==> src/rtl/rst_seq_pkg.sv <==
package rst_seq_pkg;
  typedef enum logic [1:0] {
    SEQ_PWRT = 2'd0,
    SEQ_OST  = 2'd1,
    SEQ_DONE = 2'd2
  } seq_state_e;

  localparam int CAUSES     = 8;
  localparam int C_POWER    = 0;
  localparam int C_PIN_RUN  = 1;
  localparam int C_PIN_SLP  = 2;
  localparam int C_WDOG     = 3;
  localparam int C_BROWN    = 4;
  localparam int C_SWRST    = 5;
  localparam int C_STKFULL  = 6;
  localparam int C_STKUNDER = 7;
endpackage

==> src/rtl/rst_pin_filter.sv <==
module rst_pin_filter #(
  parameter int FILT_LEN = 4
) (
  input  logic clk,
  input  logic rst,
  input  logic pin_n,
  input  logic enable,
  output logic valid_o
);
  localparam int CW = $clog2(FILT_LEN + 1);
  localparam logic [CW-1:0] FULL = CW'(FILT_LEN);

  logic [CW-1:0] cnt_q;

  always_ff @(posedge clk) begin
    if (rst) begin
      cnt_q <= '0;
    end else if (!enable || pin_n) begin
      cnt_q <= '0;
    end else if (cnt_q != FULL) begin
      cnt_q <= cnt_q + 1'b1;
    end
  end

  assign valid_o = enable && (cnt_q == FULL);


  pin_low_seen_chk: assert property (@(posedge clk) disable iff (rst)
    valid_o |-> $past(!pin_n));


  pin_disabled_chk: assert property (@(posedge clk) disable iff (rst)
    !enable |-> !valid_o);
endmodule

==> src/rtl/rst_seq_timer.sv <==
module rst_seq_timer
  import rst_seq_pkg::*;
#(
  parameter int PWRT_BITS = 11,
  parameter int OST_BITS  = 10
) (
  input  logic clk,
  input  logic rst,
  input  logic restart,
  input  logic tick,
  output logic done_o
);
  localparam int CW = (PWRT_BITS > OST_BITS) ? PWRT_BITS : OST_BITS;
  localparam logic [CW-1:0] PWRT_LAST = CW'((64'd1 << PWRT_BITS) - 64'd1);
  localparam logic [CW-1:0] OST_LAST  = CW'((64'd1 << OST_BITS) - 64'd1);

  seq_state_e    st_q;
  logic [CW-1:0] cnt_q;

  always_ff @(posedge clk) begin
    if (rst || restart) begin
      st_q  <= SEQ_PWRT;
      cnt_q <= '0;
    end else begin
      case (st_q)
        SEQ_PWRT: begin
          if (tick) begin
            if (cnt_q == PWRT_LAST) begin
              st_q  <= SEQ_OST;
              cnt_q <= '0;
            end else begin
              cnt_q <= cnt_q + 1'b1;
            end
          end
        end
        SEQ_OST: begin
          if (cnt_q == OST_LAST) begin
            st_q  <= SEQ_DONE;
            cnt_q <= '0;
          end else begin
            cnt_q <= cnt_q + 1'b1;
          end
        end
        default: cnt_q <= '0;
      endcase
    end
  end

  assign done_o = (st_q == SEQ_DONE);


  restart_zero_chk: assert property (@(posedge clk) disable iff (rst)
    restart |=> (st_q == SEQ_PWRT) && (cnt_q == '0));


  pwrt_exit_chk: assert property (@(posedge clk) disable iff (rst)
    (st_q == SEQ_OST) && ($past(st_q) == SEQ_PWRT) |-> $past(tick && (cnt_q == PWRT_LAST)));


  pwrt_idle_chk: assert property (@(posedge clk) disable iff (rst)
    (st_q == SEQ_PWRT) && !tick && !restart |=> $stable(cnt_q));


  done_hold_chk: assert property (@(posedge clk) disable iff (rst)
    done_o && !restart |=> done_o);
endmodule

==> src/rtl/rst_cause_flags.sv <==
module rst_cause_flags #(
  parameter int N = 8
) (
  input  logic         clk,
  input  logic         por,
  input  logic [N-1:0] evt,
  input  logic         wr_en,
  input  logic [N-1:0] wr_data,
  output logic [N-1:0] flags_n
);
  localparam logic [N-1:0] INIT_V = ~(N'(1));

  for (genvar i = 0; i < N; i++) begin : g_bit
    always_ff @(posedge clk) begin
      if (por) begin
        flags_n[i] <= INIT_V[i];
      end else if (evt[i]) begin
        flags_n[i] <= 1'b0;
      end else if (wr_en && wr_data[i]) begin
        flags_n[i] <= 1'b1;
      end
    end


    flag_fall_chk: assert property (@(posedge clk) disable iff (por)
      $fell(flags_n[i]) |-> $past(evt[i] || por));


    flag_rise_chk: assert property (@(posedge clk) disable iff (por)
      $rose(flags_n[i]) |-> $past((wr_en && wr_data[i] && !evt[i]) || por));
  end


  flag_init_chk: assert property (@(posedge clk)
    $past(por) |-> (flags_n == INIT_V));
endmodule

==> src/rtl/reset_sequencer.sv <==
module reset_sequencer
  import rst_seq_pkg::*;
#(
  parameter int FILT_LEN  = 4,
  parameter int PWRT_BITS = 11,
  parameter int OST_BITS  = 10
) (
  input  logic              clk,
  input  logic              por_in,
  input  logic              pin_rst_n,
  input  logic              pin_en,
  input  logic              sleep_i,
  input  logic              wdog_exp,
  input  logic              brown_det,
  input  logic              brown_en,
  input  logic              sw_rst,
  input  logic              stk_full,
  input  logic              stk_under,
  input  logic              slow_tick,
  input  logic              flag_wr,
  input  logic [CAUSES-1:0] flag_wdata,
  output logic              chip_rst,
  output logic              wake_o,
  output logic [CAUSES-1:0] cause_n
);
  logic              pin_ok;
  logic              brown_act;
  logic              tim_done;
  logic              hold_q;
  logic              wake_q;
  logic              cause_any;
  logic [CAUSES-1:0] evt;

  rst_pin_filter #(.FILT_LEN(FILT_LEN)) u_filt (
    .clk     (clk),
    .rst     (por_in),
    .pin_n   (pin_rst_n),
    .enable  (pin_en),
    .valid_o (pin_ok)
  );

  assign brown_act = brown_en && brown_det;

  always_comb begin
    evt             = '0;
    evt[C_POWER]    = por_in;
    evt[C_PIN_RUN]  = pin_ok && !sleep_i;
    evt[C_PIN_SLP]  = pin_ok && sleep_i;
    evt[C_WDOG]     = wdog_exp && !sleep_i;
    evt[C_BROWN]    = brown_act;
    evt[C_SWRST]    = sw_rst;
    evt[C_STKFULL]  = stk_full;
    evt[C_STKUNDER] = stk_under;
  end

  assign cause_any = |evt;

  rst_seq_timer #(.PWRT_BITS(PWRT_BITS), .OST_BITS(OST_BITS)) u_timer (
    .clk     (clk),
    .rst     (por_in),
    .restart (brown_act),
    .tick    (slow_tick),
    .done_o  (tim_done)
  );

  rst_cause_flags #(.N(CAUSES)) u_flags (
    .clk     (clk),
    .por     (por_in),
    .evt     (evt),
    .wr_en   (flag_wr),
    .wr_data (flag_wdata),
    .flags_n (cause_n)
  );

  always_ff @(posedge clk) begin
    if (por_in) begin
      hold_q <= 1'b1;
      wake_q <= 1'b0;
    end else begin
      hold_q <= cause_any;
      wake_q <= wdog_exp && sleep_i;
    end
  end

  assign chip_rst = cause_any || hold_q || !tim_done;
  assign wake_o   = wake_q;


  release_when_done_chk: assert property (@(posedge clk) disable iff (por_in)
    !chip_rst |-> tim_done);


  sleep_wake_chk: assert property (@(posedge clk) disable iff (por_in)
    wdog_exp && sleep_i |=> wake_o);


  pin_asserts_chk: assert property (@(posedge clk) disable iff (por_in)
    pin_ok |-> chip_rst);
endmodule

==> config.mk <==
export PLATFORM = sky130hd
export DESIGN_NAME = reset_sequencer
export DESIGN_NICKNAME = d
export VERILOG_FILES = /design/src/rtl/rst_seq_pkg.sv /design/src/rtl/rst_pin_filter.sv /design/src/rtl/rst_seq_timer.sv /design/src/rtl/rst_cause_flags.sv /design/src/rtl/reset_sequencer.sv
export SDC_FILE = /design/constraint.sdc
export NUM_CORES = 1
export LEC_CHECK = 0
export CAP_MARGIN = 5
export CORE_MARGIN = 10
export CORE_UTILIZATION = 30
export DETAILED_ROUTE_END_ITERATION = 8
export PLACE_DENSITY_LB_ADDON = 0.25
export SYNTH_ARGS = -nofsm -noshare
export SYNTH_HDL_FRONTEND = slang
export SYNTH_SLANG_ARGS = --single-unit
==> constraint.sdc <==
create_clock -name clk -period 1.75 [get_ports clk]
set_input_delay 0.2625 -clock clk [delete_from_list [all_inputs] [get_ports clk]]
set_output_delay 0.2625 -clock clk [all_outputs]
set_load 0.05 [all_outputs]
==> reports/qor.txt <==
Status: finished, violations left
Failing checks: negative setup slack
N_diodes: 0
Ys Warns: 0
Fraction of layout cells with a size suffix above 1: 25.4%
Final wirelength: 3.12 mm
CP max-delay cell: or4_4
Nets: 206
Hold wc startpoint: brown_en
Placed cells: 222
Post-Syn Area: 0.00114 mm^2
GRT Overall Usage: 9.67%
Hold crit path type: in -> reg
Final hold violation count: 0
Lkg Pwr: 0.660 nW
First-pass GRT wire length: 5.06 mm
Worst R2R Path Depth: 5
RR Endpoint: u_timer.cnt_q[5]
DIE HEIGHT: 81.5 um
Die area: 0.00665 mm^2
Drt initial violations: 46
Post-route ant nets: 0
CTS Buffer Depth: 2
CP Max Fanout: 2
CP peak stage delay: 0.44 ns
Worst setup slack after layout: -0.0891 ns
Area of the multi-input gates: 641 um^2
Hold path depth: 3
Synth Area per Inst: 8.42 um^2
WHS Endpoint: hold_q
Largest cells by area after synthesis: dfxtp_1, a21oi_1, nand2_1
Crit share post-route: 105%
CORE AREA: 0.00366 mm^2
Slew Limit Headroom: 59.0%
WP data required: 1.49 ns
Post-detail-place hpwl: 2.35 mm
Fin. max-slew vios: 0
Dpl ws: -0.337 ns
Tmin final: 1.84 ns
Register bit count reported by yosys: 26
Primary FF master, synth: dfxtp_1
Worst skew pair latency: 0.27 ns
DR DRC count: 0
Worst R2R Start: u_timer.cnt_q[0]
Layout fillers: 363
Via density: 4.83
Max Clock Skew: 0.00733 ns
RSZ-0062 raised after global routing: true
Clk pin slew, worst setup/hold paths: 0.09 ns
Largest net degree at the start of global routing: 16
Pwr/cell area: 743 mW/mm^2
Max cap viols: 0
CTS root buffer: clkbuf_8
Post-synth ARST share: 0%
CTS sink cnt: 26
Measured slew at the worst slew-check pin: 0.612 ns
Critical-path cell list: inv_2, ha_4, nand3_4, nand3_2, or4_4, buf_8
GP Congestion: 0.750
Top-count cell post-synth: dfxtp_1
Htree depth: 1
TritonRoute pass-1 iters: 4
Initial core utilization: 31.0%
DR WL/cell: 13.6 um
Antenna violations before repair: 0
Synthesis-to-finish area growth: 51.3%
VDD IR max: 291 uV
I/O pins: 31
CP arrival: 1.58 ns
Post-synth EDFFs: 0
R2R Setup Slk: 0.14 ns
Final Util: 47.0%
Rows: 22
CTS tree: built
Endpoint type of the worst setup path: output port
Area leader, netlist: dfxtp_1
Synthesized net count: 159
Setup TNS: -0.0891 ns
Register area: 523 um^2
WS Path Type: reg -> out
CTS Buf Count: 3
Remaining global-route overflow: 0
Count of input and output buffers: 30
Final setup viols: 1
Vias: 1,106
Vias in the first global route: 1,106
Syn Inst Count: 135
FMAX: 544 MHz
Commonest cells post-synth: dfxtp_1, a21oi_1, nand2_1, nor2_1, nand3_1
Die width: 81.5 um
Layout Cells excl Fill: 229
Overall power: 1.28 mW
Register area share after synthesis: 45.8%
Synth cell types: 30
Startpoint Class: flop
Yosys top cell area share: 45.8%
-- placed cells by master, fill, tap and decap left out, drive strengths merged --
cell	Yosys	layout
bufinv	0	1
nor3	3	3
a41oi	2	2
xnor2	2	2
dlygate4sd2	0	5
a21oi	19	19
a31oi	3	3
clkdlybuf4s15	0	1
nand4	4	4
nor4	2	2
dlymetal6s2s	0	1
buf	2	26
inv	4	4
clkdlybuf4s50	0	14
nand2	15	15
nand3b	1	1
o21ai	2	2
nor2b	1	1
a311oi	1	1
xor2	2	2
ha	3	3
o41ai	1	1
clkbuf	3	3
a211oi	1	1
a21o	1	1
or2	3	3
nor2	12	12
o21bai	5	5
or4	2	2
dfxtp	26	26
and4	2	2
or3	4	4
nand3	9	9
-- sequential cells by signal, indices dropped and copies added, names as in the netlist --
register / flops
u_flags.flags_n: 8
u_timer.cnt_q: 11
u_filt.cnt_q: 3
u_timer.st_q: 2
wake_o: 1
hold_q: 1
-- timing repair --
item / CTS / global route
hold buffers: 0 / 0
setup endpoints to repair: 1 / 10
gates resized for setup: 23 / 3
pin swaps: 5 / 3
cloned: 0 / 0
setup buffers: 2 / 1
-- cells by family (layout without fill, tap and decap cells) --
group                      count (synthesis)  count (layout)  share of synthesized area [%]
adders and majority gates                  3               3                           3.30
buffers and inverters                      9              55                           3.19
DFF                                       26              26                           45.8
xor gates and xnor gates                   4               4                           3.08
AOI/OAI and AO/OA                         35              35                           18.6
and+or+nand+nor                           58              58                           26.0
-- through the flow --
stage	hold slack, ns	area [um^2]
2_1_floorplan	0.365	1140
4_1_cts	0.302	1700
3_5_place_dp	0.460	1560
6_report	0.303	1720
3_3_place_gp	0.454	1560
5_1_grt	0.311	1720
-- worst max-delay path: cells and delay by family (launching register included) --
family	cells	cell delay (ns)
buffers and inverters	2	0.22
and+or+nand+nor	3	0.60
adders and majority gates	1	0.16
DFF	1	0.35
-- power by group --
group | internal (mW) | switching, mW | total (mW) | leakage [nW]
logic | 0.0842 | 0.0909 | 0.175 | 0.411
clock network | 0.306 | 0.181 | 0.487 | 0.0357
registers | 0.606 | 0.00911 | 0.615 | 0.213
total | 0.996 | 0.281 | 1.28 | 0.660
-- layer usage --
metal	track usage [%]	up-vias	routed length, um	share of wire, %
met5	0	-	0	0
met4	3.63	0	38	1.2
met3	2.18	2	159	5.1
met2	19.3	14	1750	56
met1	9.33	514	1170	38
li1	-	576	-	-
-- cell type report --
cell class	count	area share [%]
multi-input cells	100	37.3
flip-flops and latches	26	30.4
repair buffers	47	23.8
well taps	48	3.49
clock buffers	3	2.40
clock inverters	1	1.75
inverters	4	0.873
-- worst max path at each step --
stage                                from        to
after CTS                 u_filt.cnt_q[0]  chip_rst
after floorplan           u_filt.cnt_q[0]  chip_rst
after detailed placement         wdog_exp  chip_rst
final                     u_filt.cnt_q[1]  chip_rst
after global routing      u_filt.cnt_q[1]  chip_rst
after global placement           wdog_exp  chip_rst
No activity file was read; power rests on OpenSTA's default activity.
